**src/rtl/pfm_pkg.sv**
```systemverilog
package pfm_pkg;

  typedef enum logic {
    MODE_PWM = 1'b0,
    MODE_PFM = 1'b1
  } modeE;

  // strobes from control to datapath
  typedef struct packed {
    logic cntClear;   // restart the light-load run
    logic cntInc;     // one more qualifying cycle
    logic dutyTrack;  // follow the PWM duty
    logic dutyRatio;  // load the vout/vcc ratio
  } ctlStrobesT;

endpackage

```
**src/rtl/pfm_offset.sv**
```systemverilog
// Window offset: floor(ref * pct / 2^PCT_W)
module pfm_offset #(
  parameter int CODE_W = 10,
  parameter int PCT_W  = 7
) (
  input  logic [CODE_W-1:0] refCode,
  input  logic [PCT_W-1:0]  pct,
  output logic [CODE_W-1:0] offset
);
  localparam int PROD_W = CODE_W + PCT_W;

  logic [PROD_W-1:0] product;

  always_comb begin
    product = PROD_W'(refCode) * PROD_W'(pct);
    offset  = product[PROD_W-1:PCT_W];
  end
endmodule

```
**src/rtl/pfm_datapath.sv**
```systemverilog
module pfm_datapath
  import pfm_pkg::*;
#(
  parameter int CODE_W         = 10,
  parameter int CNT_W          = 8,
  parameter int PCT_W          = 7,
  parameter int DUTY_W         = 8,
  parameter int DEFAULT_CYCLES = 20
) (
  input  logic              clk,
  input  logic              rstN,
  input  ctlStrobesT        ctl,
  input  logic [CODE_W-1:0] iCode,
  input  logic [CODE_W-1:0] voutCode,
  input  logic [CODE_W-1:0] vrefCode,
  input  logic [CODE_W-1:0] vccCode,
  input  logic [CODE_W-1:0] cfgIthr,
  input  logic [CNT_W-1:0]  cfgCycles,
  input  logic [PCT_W-1:0]  cfgHighPct,
  input  logic [PCT_W-1:0]  cfgLowPct,
  input  logic [DUTY_W-1:0] pwmDuty,
  output logic              curLow,
  output logic              cntReached,
  output logic              outOfWindow,
  output logic              belowRef,
  output logic [DUTY_W-1:0] dutyQ
);
  localparam int THR_W = CODE_W + 1;
  localparam int NUM_W = CODE_W + DUTY_W;
  localparam logic [CNT_W-1:0]  DEF_CNT  = CNT_W'(DEFAULT_CYCLES);
  localparam logic [CNT_W-1:0]  CNT_MAX  = '1;
  localparam logic [DUTY_W-1:0] DUTY_MAX = '1;

  // window edges: index 0 = upper, 1 = lower
  logic [CODE_W-1:0] edgeOffset [2];
  logic [PCT_W-1:0]  edgePct    [2];

  assign edgePct[0] = cfgHighPct;
  assign edgePct[1] = cfgLowPct;

  for (genvar e = 0; e < 2; e++) begin : g_edge
    pfm_offset #(
      .CODE_W(CODE_W),
      .PCT_W (PCT_W)
    ) u_offset (
      .refCode(vrefCode),
      .pct    (edgePct[e]),
      .offset (edgeOffset[e])
    );
  end

  logic [THR_W-1:0] hiThr;
  logic [THR_W-1:0] loThr;
  logic [THR_W-1:0] voutWide;

  always_comb begin
    voutWide    = THR_W'(voutCode);
    hiThr       = THR_W'(vrefCode) + THR_W'(edgeOffset[0]);
    loThr       = THR_W'(vrefCode) - THR_W'(edgeOffset[1]);
    outOfWindow = (voutWide > hiThr) || (voutWide < loThr);
    belowRef    = voutCode < vrefCode;
    curLow      = iCode < cfgIthr;
  end

  // qualification counter
  logic [CNT_W-1:0] cntQ;
  logic [CNT_W-1:0] target;

  always_comb begin
    target     = (cfgCycles == '0) ? DEF_CNT : cfgCycles;
    cntReached = cntQ >= (target - CNT_W'(1));
  end

  always_ff @(posedge clk) begin
    if (!rstN) begin
      cntQ <= '0;
    end else if (ctl.cntClear) begin
      cntQ <= '0;
    end else if (ctl.cntInc && cntQ != CNT_MAX) begin
      cntQ <= cntQ + CNT_W'(1);
    end
  end

  // duty from vout/vcc
  logic [NUM_W-1:0]  numer;
  logic [NUM_W-1:0]  quot;
  logic [DUTY_W-1:0] ratio;

  always_comb begin
    numer = {voutCode, {DUTY_W{1'b0}}};
    quot  = (vccCode == '0) ? '0 : numer / NUM_W'(vccCode);
    if (vccCode == '0 || quot > NUM_W'(DUTY_MAX)) begin
      ratio = DUTY_MAX;
    end else begin
      ratio = quot[DUTY_W-1:0];
    end
  end

  always_ff @(posedge clk) begin
    if (!rstN) begin
      dutyQ <= '0;
    end else if (ctl.dutyTrack) begin
      dutyQ <= pwmDuty;
    end else if (ctl.dutyRatio) begin
      dutyQ <= ratio;
    end
  end
endmodule

```
**src/rtl/pfm_control.sv**
```systemverilog
module pfm_control
  import pfm_pkg::*;
(
  input  logic       clk,
  input  logic       rstN,
  input  logic       cycleStb,
  input  logic       curLow,
  input  logic       cntReached,
  input  logic       outOfWindow,
  input  logic       belowRef,
  output ctlStrobesT ctl,
  output logic       pfmMode,
  output logic       trigPulse,
  output logic       exitPulse
);
  modeE modeQ, modeN;
  logic armedQ, armedN;
  logic trigQ, trigN;
  logic exitQ, exitN;

  always_comb begin
    modeN  = modeQ;
    armedN = armedQ;
    trigN  = 1'b0;
    exitN  = 1'b0;
    ctl    = '0;
    unique case (modeQ)
      MODE_PWM: begin
        ctl.dutyTrack = 1'b1;
        if (!curLow) begin
          ctl.cntClear = 1'b1;
        end else if (cycleStb) begin
          if (cntReached) begin
            modeN        = MODE_PFM;
            armedN       = 1'b1;
            ctl.cntClear = 1'b1;
          end else begin
            ctl.cntInc = 1'b1;
          end
        end
      end
      MODE_PFM: begin
        ctl.cntClear  = 1'b1;
        ctl.dutyRatio = trigQ;
        if (outOfWindow) begin
          modeN  = MODE_PWM;
          exitN  = 1'b1;
          armedN = 1'b0;
        end else if (belowRef) begin
          if (armedQ) begin
            trigN  = 1'b1;
            armedN = 1'b0;
          end
        end else begin
          armedN = 1'b1;
        end
      end
      default: modeN = MODE_PWM;
    endcase
  end

  always_ff @(posedge clk) begin
    if (!rstN) begin
      modeQ  <= MODE_PWM;
      armedQ <= 1'b0;
      trigQ  <= 1'b0;
      exitQ  <= 1'b0;
    end else begin
      modeQ  <= modeN;
      armedQ <= armedN;
      trigQ  <= trigN;
      exitQ  <= exitN;
    end
  end

  assign pfmMode   = (modeQ == MODE_PFM);
  assign trigPulse = trigQ;
  assign exitPulse = exitQ;
endmodule

```
**src/rtl/pfm_mode_ctrl.sv**
```systemverilog
module pfm_mode_ctrl
  import pfm_pkg::*;
#(
  parameter int CODE_W         = 10,
  parameter int CNT_W          = 8,
  parameter int PCT_W          = 7,
  parameter int DUTY_W         = 8,
  parameter int DEFAULT_CYCLES = 20
) (
  input  logic              clk,
  input  logic              rstN,
  input  logic              cycleStb,
  input  logic [CODE_W-1:0] iCode,
  input  logic [CODE_W-1:0] voutCode,
  input  logic [CODE_W-1:0] vrefCode,
  input  logic [CODE_W-1:0] vccCode,
  input  logic [CODE_W-1:0] cfgIthr,
  input  logic [CNT_W-1:0]  cfgCycles,
  input  logic [PCT_W-1:0]  cfgHighPct,
  input  logic [PCT_W-1:0]  cfgLowPct,
  input  logic [DUTY_W-1:0] pwmDuty,
  output logic              pfmMode,
  output logic              trigPulse,
  output logic              exitPulse,
  output logic [DUTY_W-1:0] pfmDuty
);
  ctlStrobesT ctl;
  logic curLow;
  logic cntReached;
  logic outOfWindow;
  logic belowRef;

  pfm_control u_control (
    .clk        (clk),
    .rstN       (rstN),
    .cycleStb   (cycleStb),
    .curLow     (curLow),
    .cntReached (cntReached),
    .outOfWindow(outOfWindow),
    .belowRef   (belowRef),
    .ctl        (ctl),
    .pfmMode    (pfmMode),
    .trigPulse  (trigPulse),
    .exitPulse  (exitPulse)
  );

  pfm_datapath #(
    .CODE_W        (CODE_W),
    .CNT_W         (CNT_W),
    .PCT_W         (PCT_W),
    .DUTY_W        (DUTY_W),
    .DEFAULT_CYCLES(DEFAULT_CYCLES)
  ) u_datapath (
    .clk        (clk),
    .rstN       (rstN),
    .ctl        (ctl),
    .iCode      (iCode),
    .voutCode   (voutCode),
    .vrefCode   (vrefCode),
    .vccCode    (vccCode),
    .cfgIthr    (cfgIthr),
    .cfgCycles  (cfgCycles),
    .cfgHighPct (cfgHighPct),
    .cfgLowPct  (cfgLowPct),
    .pwmDuty    (pwmDuty),
    .curLow     (curLow),
    .cntReached (cntReached),
    .outOfWindow(outOfWindow),
    .belowRef   (belowRef),
    .dutyQ      (pfmDuty)
  );
endmodule

```
**config.mk**
```make
export PLATFORM = sky130hd
export DESIGN_NAME = pfm_mode_ctrl
export DESIGN_NICKNAME = d
export VERILOG_FILES = /design/src/rtl/pfm_pkg.sv /design/src/rtl/pfm_offset.sv /design/src/rtl/pfm_datapath.sv /design/src/rtl/pfm_control.sv /design/src/rtl/pfm_mode_ctrl.sv
export SDC_FILE = /design/constraint.sdc
export NUM_CORES = 1
export LEC_CHECK = 0
export BUFFER_PORTS_ARGS = -buffer_cell sky130_fd_sc_hd__buf_2
export CORE_UTILIZATION = 60
export CTS_CLUSTER_DIAMETER = 50
export DETAILED_ROUTE_END_ITERATION = 16
export MAX_ROUTING_LAYER = met4
export PLACE_DENSITY = 0.85
export SYNTH_ARGS = -nofsm -noshare
export SYNTH_HDL_FRONTEND = slang
export SYNTH_SLANG_ARGS = --single-unit
export TNS_END_PERCENT = 10
```
**constraint.sdc**
```tcl
create_clock -name clk -period 71.6 [get_ports clk]
set_input_delay 3.58 -clock clk [delete_from_list [all_inputs] [get_ports clk]]
set_output_delay 3.58 -clock clk [all_outputs]
set_load 0.02 [all_outputs]
```
==> results of run 1 <==
==> stage by stage <==
| step | util, % | instances | area, um^2 | setup slack [ns] | hold slack (ns) |
|---|---|---|---|---|---|
| 2_1_floorplan | - | 1883 | 14300 | 32.82 | 0.466 |
| 3_3_place_gp | 63.9 | 2249 | 14900 | 29.26 | 0.472 |
| 3_5_place_dp | 63.9 | 2249 | 14900 | 27.69 | 0.498 |
| 4_1_cts | 64.3 | 2253 | 15100 | 27.82 | 0.507 |
| 5_1_grt | 64.4 | 2258 | 15100 | 23.89 | 0.517 |
| 6_report | 64.4 | 2259 | 15100 | 27.07 | 0.508 |
==> registers in the layout, summed over array words and instances (netlist names) <==
signal and cells:
u_datapath.cntQ 8, u_datapath.dutyQ 8, u_control.armedQ 1, u_control.pfmMode 1, u_control.exitPulse 1, u_control.trigPulse 1
==> critical path, delay by kind of cell <==
| kind | cells | cell delay, ns |
|---|---|---|
| buffers and inverters | 6 | 0.76 |
| adders and majority gates | 17 | 5.51 |
| and+or+nand+nor | 45 | 11.21 |
| muxes | 7 | 2.58 |
| AOI/OAI and AO/OA | 90 | 21.01 |
==> worst paths after layout <==
kind	startpoint	endpoint	cells past startpoint
setup / recovery	vccCode[8]	u_datapath.dutyQ[0]$_SDFFE_PN0P_	165
hold / removal	u_control.armedQ$_SDFFE_PN0P_	u_control.trigPulse$_SDFF_PP0_	1
setup reg to reg	u_datapath.cntQ[0]$_SDFFE_PP0P_	u_datapath.cntQ[3]$_SDFFE_PP0P_	18
hold reg to reg	u_control.armedQ$_SDFFE_PN0P_	u_control.trigPulse$_SDFF_PP0_	1
==> routing by layer <==
layer,wire length [um],GRT usage (%),vias to the layer above
met4,1510,13.5,0
li1,-,-,6805
met2,19000,57.7,521
met1,16000,38.2,6604
met3,2300,2.05,128
met5,0,-,-
==> area by class of cell <==
cell class	count	area share [%]
Clock inverter	1	0.199
Inverter	177	4.41
Timing Repair Buffer	99	3.39
Clock buffer	3	0.498
Tap cell	319	2.65
Sequential cell	20	2.66
Antenna cell	6	0.0997
Multi-Input combinational cell	1634	86.1
==> Yosys cell counts, types with 20 or more instances <==
master	count	area, um^2
xor2_1	37	324
fa_1	79	1580
nand2_1	178	668
nor2_1	121	454
dfxtp_1	20	400
nand2b_1	44	275
clkbuf_1	44	165
xnor2_1	66	578
a21o_1	60	450
ha_1	262	3280
mux2i_1	25	250
nand3_1	30	150
nor3_1	63	315
inv_1	175	657
mux2_2	36	405
a21oi_1	126	631
and2_1	50	313
o21ai_0	92	460
o21a_1	56	420
nor2b_1	43	269
==> kinds of logic (layout without fill, tap and decap cells) <==
| family | count (synthesis) | after routing | share of synthesized area [%] |
|---|---|---|---|
| XOR/XNOR | 103 | 103 | 6.32 |
| other | 0 | 6 | 0 |
| adder cells (fa/ha/maj) | 341 | 341 | 34.0 |
| multiplexers | 62 | 62 | 4.70 |
| AND/OR/NAND/NOR | 637 | 637 | 22.6 |
| AO/OA/AOI/OAI | 491 | 491 | 23.2 |
| flip-flops | 20 | 20 | 2.81 |
| buffers and inverters | 229 | 280 | 6.31 |
==> results.md, run 1 <==
* Outcome: completed
* Die width at 156 um
* Via count at 14100
* Final Max Slew Viols at 0
* GP Congestion at 0.948
* Synth Flop Type: dfxtp_1
* Accumulated negative setup slack at 0 ns
* Clk buf depth at 2
* Ports at 94
* Commonest cells after routing, fill and taps aside: ha_1 (262), nand2_1 (178), inv_1 (175)
* # setup viols final at 0
* P&R area growth vs syn at 5.56%
* R2R Setup Slk at between 60 and 70 ns
* Drt first pass iters at 7
* CP Data Arrival Time at 44.68 ns
* Num rows at between 50 and 60
* RSZ-0062 raised after global routing: no
* Final Hold Fails at 0
* Syn Std Cell Area at 14300 um^2
* Max-cap violations at 0
* Syn Nets at roughly 2300
* GRT Total Usage at 32.6%
* Final Skew at 0.00143 ns
* CP Capture Type: flip-flop
* Commonest non-fill, non-tap cell in the layout: ha_1
* Synth warn at 0
* CP max stage cell: a21oi_1
* Die H at between 150 and 200 um
* Post-CTS setup buffers at 0
* Vias in the first global route at 13800
* Total Nets Final at 2359
* Post-Syn Area per Cell at 7.58 um^2
* Yosys cell types at 85
* CTS resizes at 0
* Largest net degree at the start of global routing at 22
* Tmin final at 44.53 ns
* Ratio of cells with drive above 1 in the final layout at 9.31%
* WL/cell at between 15 and 20 um
* CTS tree: done
* CTS clk-pin slew, worst paths at around 0.070 ns
* CTS Root Cell: clkbuf_16
* Post-route ant nets at 0
* Starting Density at 61.0%
* Initial antenna violation count at 4
* First-pass GRT wire length at 63700 um
* Htree depth at 1
* Peak Freq at 22.5 MHz
* Sequential cell area at 400 um^2
* Die ar. at 24400 um^2
* Fillers at 2055
* Register bit total from synthesis at 20
* Gr ovfl total at 0
* Startpoint Class: primary input
* Critical Path Max Stage Delay at 0.96 ns
* Clk_lat worst skew at between 0.2 and 0.3 ns
* CP max FO at 21
* Clock sinks at 20
* Mapped Cells at between 1500 and 2000
* Detailed placer's ending HPWL at 31100 um
* Number of vias per cell at 6.22
* Min-Delay Path Class: reg2reg
* Max-slew headroom at between 10% and 20%
* # port buffers at 93
* Setup CP Type: in2reg
* Post-CTS Hold Fix Bufs at 0
* Drt initial violations at 932
* Final WL at 38800 um
* Crit path top cell by count: o21a_1
* Required time worst endpoint at 71.75 ns
* Worst Tran Pin Value at 1.22 ns
* Tcrit/Tclk final at 62.2%
* Core footprint at 23400 um^2
* Async set-or-reset flop fraction in the synthesized netlist at 0%
* DRC viols at 0
* Multi-input logic area at 13000 um^2
* Register area share after synthesis at 2.81%
* Total CTS buffers at 3
* Number of synthesized flops with an enable pin at 0
Power of run 1 is not shown: default switching activity piles up to over one toggle a cycle in this logic, so the estimate is an artifact.
==> inputs of run 2 (changes only) <==
==> constraint.sdc (replaced) <==
create_clock -name clk -period 44.5 [get_ports clk]
set_input_delay 2.225 -clock clk [delete_from_list [all_inputs] [get_ports clk]]
set_output_delay 2.225 -clock clk [all_outputs]
set_load 0.02 [all_outputs]
==> results.md, run 2 (synthesis results as in run 1) <==
* Total Nets Final at 2365 (+0.25%)
* Crit path launch: vccCode[8]
* CTS Root Cell: clkbuf_16
* CTS clk-pin slew, worst paths at 0.07 ns (about the same)
* P&R area growth vs syn at 5.98%
* Starting Density at 61.0% (unchanged)
* First-pass GRT wire length at 62600 um (-1.7%)
* Crit path to: u_datapath.dutyQ[0]$_SDFFE_PN0P_
* WL/cell at 16.9 um (-1.7%)
* Via count at 14000 (-0.26%)
* Initial antenna violation count at 3 (-1)
* Die H at 156 um (unchanged)
* Die width at 156 um (unchanged)
* Pre-CTS worst setup slack at 2.11 ns (-25.58 ns)
* Reg2Reg Depth at 18 (unchanged)
* Ports at 94 (unchanged)
* Total CTS buffers at 3 (unchanged)
* R2R Setup Slk at 41.18 ns (-27.04 ns)
* RSZ-0062 raised after global routing: no
* Accumulated negative setup slack at 0 ns (unchanged)
* Final Skew at 0.00247 ns (+0.00104 ns)
* Commonest cells after routing, fill and taps aside: ha_1 (262), nand2_1 (178), inv_1 (175)
* Tcrit/Tclk final at around 93%
* Multi-input logic area at 13000 um^2 (+0.15%)
* Final Hold Fails at 0 (unchanged)
* GRT Total Usage at 31.9% (-0.68 points)
* Detailed placer's ending HPWL at 30500 um (-2.0%)
* # port buffers at 93 (unchanged)
* Fillers at 2027 (-1.4%)
* Drt initial violations at 1000 (+7.3%)
* Tmin final at a little over 40 ns
* Final Max Slew Viols at 0 (unchanged)
* Largest net degree at the start of global routing at 22 (unchanged)
* Post-route ant nets at 0 (unchanged)
* Htree depth at 1 (unchanged)
* Sequential cell area at 400 um^2 (unchanged)
* Worst r2r dst: u_datapath.cntQ[3]$_SDFFE_PP0P_
* GP Congestion at 0.944 (-0.39%)
* Gr ovfl total at 0 (unchanged)
* CP max FO at 21 (unchanged)
* CP max stage cell: or4_4
* CP Data Arrival Time at 41.53 ns (-3.15 ns)
* Number of vias per cell at 6.20 (-0.43%)
* Drt first pass iters at 5 (-2)
* Startpoint Class: primary input
* Crit path top cell by count: o21a_1
* DRC viols at 0 (unchanged)
* CP Capture Type: flip-flop
* Peak Freq at approximately 24 MHz
* CTS tree: done
* Critical R2R Launch: u_datapath.cntQ[0]$_SDFFE_PP0P_
* Die ar. at 24400 um^2 (unchanged)
* # setup viols final at 0 (unchanged)
* Min-Delay Path Class: reg2reg
* Max-cap violations at 0 (unchanged)
* Clk buf depth at 2 (unchanged)
* Worst Tran Pin Value at 0.918 ns (-0.305 ns)
* GRT busiest layer: met2
* Ratio of cells with drive above 1 in the final layout at 9.85% (+0.54 points)
* Met1 Use GR at 37.9% (-0.31 points)
* Commonest non-fill, non-tap cell in the layout: ha_1
* Num rows at 56 (unchanged)
* Setup CP Type: in2reg
* Vias in the first global route at 13600 (-1.6%)
* Critical Path Max Stage Delay at 0.64 ns (-0.32 ns)
* Post-CTS Hold Fix Bufs at 0 (unchanged)
* Clk_lat worst skew at 0.26 ns (about the same)
* Required time worst endpoint at 44.64 ns (-27.11 ns)
* Clock sinks at 20 (unchanged)
* Regs by FF count: u_datapath.cntQ x8, u_datapath.dutyQ x8
* Setup WS post-layout at 3.12 ns (-23.95 ns)
* Met3 GRT Util at 2.05% (unchanged)
* Final WL at 38200 um (-1.6%)
* Max-slew headroom at 37.3% (+19 points)
* Outcome: completed
* Core footprint at 23400 um^2 (unchanged)
* Met2 usage at 56.0% (-1.7 points)
[run 2: cell types whose count changed in the layout (fill, tap and decap cells not counted), sizes merged]
cell   change
buf        +6
diode      -2
[run 2: per-layer routing]
layer,vias to the layer above,wire [um]
met3,130,2180
met2,513,18600
met5,-,0
met1,6570,15900
li1,6809,-
met4,0,1470
[run 2: cell type report]
| cell class | count | area share (%) |
|---|---|---|
| repair buffers | 105 | 3.67 |
| diodes | 4 | 0.0662 |
| flip-flops and latches | 20 | 2.65 |
| multi-input cells | 1634 | 85.9 |
| clock buffers | 3 | 0.496 |
| well taps | 319 | 2.64 |
| clock inverters | 1 | 0.199 |
| inverters | 177 | 4.39 |
[run 2: what timing repair did]
item	CTS	global route
buffers inserted	0	6
setup endpoints to repair	0	1
resized for setup	0	5
[run 2: how the worst min path moves through the flow]
stage	cells past startpoint	start	end	slack, ns
global route	1	u_control.armedQ$_SDFFE_PN0P_	u_control.trigPulse$_SDFF_PP0_	0.51
global placement	1	u_control.armedQ$_SDFFE_PN0P_	u_control.trigPulse$_SDFF_PP0_	0.47
finish	1	u_control.armedQ$_SDFFE_PN0P_	u_control.trigPulse$_SDFF_PP0_	0.52
detailed placement	1	u_control.armedQ$_SDFFE_PN0P_	u_control.trigPulse$_SDFF_PP0_	0.50
CTS	1	u_control.armedQ$_SDFFE_PN0P_	u_control.trigPulse$_SDFF_PP0_	0.51
floorplan	1	u_control.armedQ$_SDFFE_PN0P_	u_control.trigPulse$_SDFF_PP0_	0.47
[run 2: per-stage QoR]
stage	instances	hold WS, ns	utilization (%)	area [um^2]
finish	2263	0.516	64.6	15100
global route	2262	0.512	64.6	15100
detailed placement	2249	0.501	63.9	14900
CTS	2253	0.510	64.3	15100
floorplan	1883	0.466	-	14300
global placement	2249	0.471	63.9	14900
[run 2: critical path, delay by kind of cell]
family | cells | cell delay [ns]
AND/OR/NAND/NOR | 47 | 10.52
buffers and inverters | 7 | 0.98
adder cells (fa/ha/maj) | 17 | 5.30
AO/OA/AOI/OAI | 87 | 19.19
multiplexers | 9 | 3.28
Power of run 2 is left out for the same reason.
==> inputs of run 3 (changes only) <==
--- a/config.mk
+++ b/config.mk
@@ -7,9 +7,9 @@
 export LEC_CHECK = 0
 export BUFFER_PORTS_ARGS = -buffer_cell sky130_fd_sc_hd__buf_2
 export CORE_UTILIZATION = 60
+export CTS_BUF_LIST = sky130_fd_sc_hd__clkbuf_16
 export CTS_CLUSTER_DIAMETER = 50
 export DETAILED_ROUTE_END_ITERATION = 16
-export MAX_ROUTING_LAYER = met4
 export PLACE_DENSITY = 0.85
 export SYNTH_ARGS = -nofsm -noshare
 export SYNTH_HDL_FRONTEND = slang
==> results.md, run 3 (synthesis results as in run 1) <==
* Htree depth at 1 (unchanged)
* Detailed placer's ending HPWL at 30800 um (+0.91%)
* P&R area growth vs syn at 5.93% (about the same)
* Fin util at 64.6% (about the same)
* Final Hold Fails at 0 (unchanged)
* Die ar. at 24400 um^2 (unchanged)
* CTS tree: done
* Total Nets Final at 2364 (-0.042%)
* Final WL at 38400 um (+0.57%)
* Gr ovfl total at 0 (unchanged)
* Vias in the first global route at 13700 (+1.3%)
* Die H at 156 um (unchanged)
* # setup viols final at 0 (unchanged)
* Hold Worst Slack at 0.493 ns (-0.0237 ns)
* Max-cap violations at 0 (unchanged)
* Worst hold stages at 1 (unchanged)
* Clk buf depth at 2 (unchanged)
* DRC viols at 0 (unchanged)
* Required time worst endpoint at 44.64 ns (about the same)
* Crit path top cell by count: o21a_1
* Clock sinks at 20 (unchanged)
* CTS clk-pin slew, worst paths at 0.06 ns (about the same)
* Critical Path Max Stage Delay at 0.64 ns (about the same)
* Largest net degree at the start of global routing at 22 (unchanged)
* Pre-CTS worst setup slack at 1.79 ns (-0.320 ns)
* Final Skew at 0.00229 ns (-0.000174 ns)
* Num rows at 56 (unchanged)
* CTS Root Cell: clkbuf_16
* Total CTS buffers at 3 (unchanged)
* Fillers at 2041 (+0.69%)
* First-pass GRT wire length at 62700 um (+0.22%)
* Core footprint at 23400 um^2 (unchanged)
* WL/cell at 17.0 um (+0.62%)
* Number of vias per cell at 6.21 (+0.19%)
* CP max FO at 21 (unchanged)
* Commonest cells after routing, fill and taps aside: ha_1 (262), nand2_1 (178), inv_1 (175)
* Die width at 156 um (unchanged)
* Clk_lat worst skew at 0.26 ns (about the same)
* GRT Total Usage at 31.1% (-0.80 points)
* Drt initial violations at 951 (-4.9%)
* Max-slew headroom at 43.7% (+6.5 points)
* CP max stage cell: or4_4
* Ratio of cells with drive above 1 in the final layout at 9.80% (-0.046 points)
* # port buffers at 93 (unchanged)
* Setup WS post-layout at 2.70 ns (-0.412 ns)
* Drt first pass iters at 5 (unchanged)
* Worst Tran Pin Value at 0.838 ns (-0.0796 ns)
* Startpoint Class: primary input
* CP Capture Type: flip-flop
* Commonest non-fill, non-tap cell in the layout: ha_1
* Via count at 14000 (+0.15%)
* Final Max Slew Viols at 0 (unchanged)
* CP Data Arrival Time at 41.94 ns (+0.41 ns)
* Regs by FF count: u_datapath.cntQ x8, u_datapath.dutyQ x8
* Post-route ant nets at 0 (unchanged)
* Reg2Reg Depth at 18 (unchanged)
* Ports at 94 (unchanged)
* Outcome: completed
* Tmin final at 41.80 ns (+0.412 ns)
* Setup CP Type: in2reg
* GP Congestion at 0.926 (-1.9%)
* Tcrit/Tclk final at 93.9% (+0.93 points)
* Min-Delay Path Class: reg2reg
* Starting Density at 61.0% (unchanged)
* Initial antenna violation count at 3 (unchanged)
* Peak Freq at 23.9 MHz (-0.99%)
-- run 3: cell count changes in the layout (fill, tap and decap cells not counted), sizes merged --
cell  delta
buf      -1
-- run 3: timing repair --
| item | CTS | global route |
|---|---|---|
| gates resized for setup | 0 | 5 |
| hold endpoints to repair | 0 | 0 |
| setup endpoints to repair | 0 | 1 |
| buffers inserted | 0 | 6 |
| hold buffers | 0 | 0 |
-- run 3: per-stage QoR --
step           std cells  TNS [ns]  cell area, um^2
6_report            2262         0            15100
5_1_grt             2259    -0.267            15100
4_1_cts             2252         0            15000
3_5_place_dp        2248         0            14900
3_3_place_gp        2248         0            14900
2_1_floorplan       1883         0            14300
-- run 3: metal layers --
layer / wire [um] / GRT usage (%) / vias up / part of all wire (%)
met2: 18800 / 57.4 / 529 / 49
li1: - / - / 6809 / -
met4: 1540 / 12.7 / 2 / 4.0
met3: 2250 / 2.22 / 138 / 5.9
met5: 13 / 0 / - / 0.034
met1: 15800 / 37.1 / 6565 / 41
-- run 3: final timing paths --
kind	slack, ns	startpoint	end
worst max-delay path	2.70	vccCode[8]	u_datapath.dutyQ[0]$_SDFFE_PN0P_
worst min-delay path	0.49	u_control.armedQ$_SDFFE_PN0P_	u_control.trigPulse$_SDFF_PP0_
worst max register to register	41.21	u_datapath.cntQ[0]$_SDFFE_PP0P_	u_datapath.cntQ[3]$_SDFFE_PP0P_
worst min register to register	0.49	u_control.armedQ$_SDFFE_PN0P_	u_control.trigPulse$_SDFF_PP0_
-- run 3: worst max-delay path: cells and delay by family --
family,cells,cell delay [ns]
compound gates,88,19.69
simple gates,47,10.65
buf+inv,7,0.96
fa+ha+maj,17,5.20
mux,9,3.24
-- run 3: cell type report --
| cell class | instances | area (um^2) | share of cell area (%) |
|---|---|---|---|
| clock inverters | 1 | 30.0 | 0.199 |
| well taps | 319 | 399 | 2.64 |
| clock buffers | 3 | 75.1 | 0.497 |
| flip-flops and latches | 20 | 400 | 2.65 |
| inverters | 177 | 664 | 4.39 |
| multi-input cells | 1634 | 13000 | 85.9 |
| repair buffers | 104 | 548 | 3.62 |
| diodes | 4 | 10.0 | 0.0662 |
Power of run 3 is left out for the same reason.
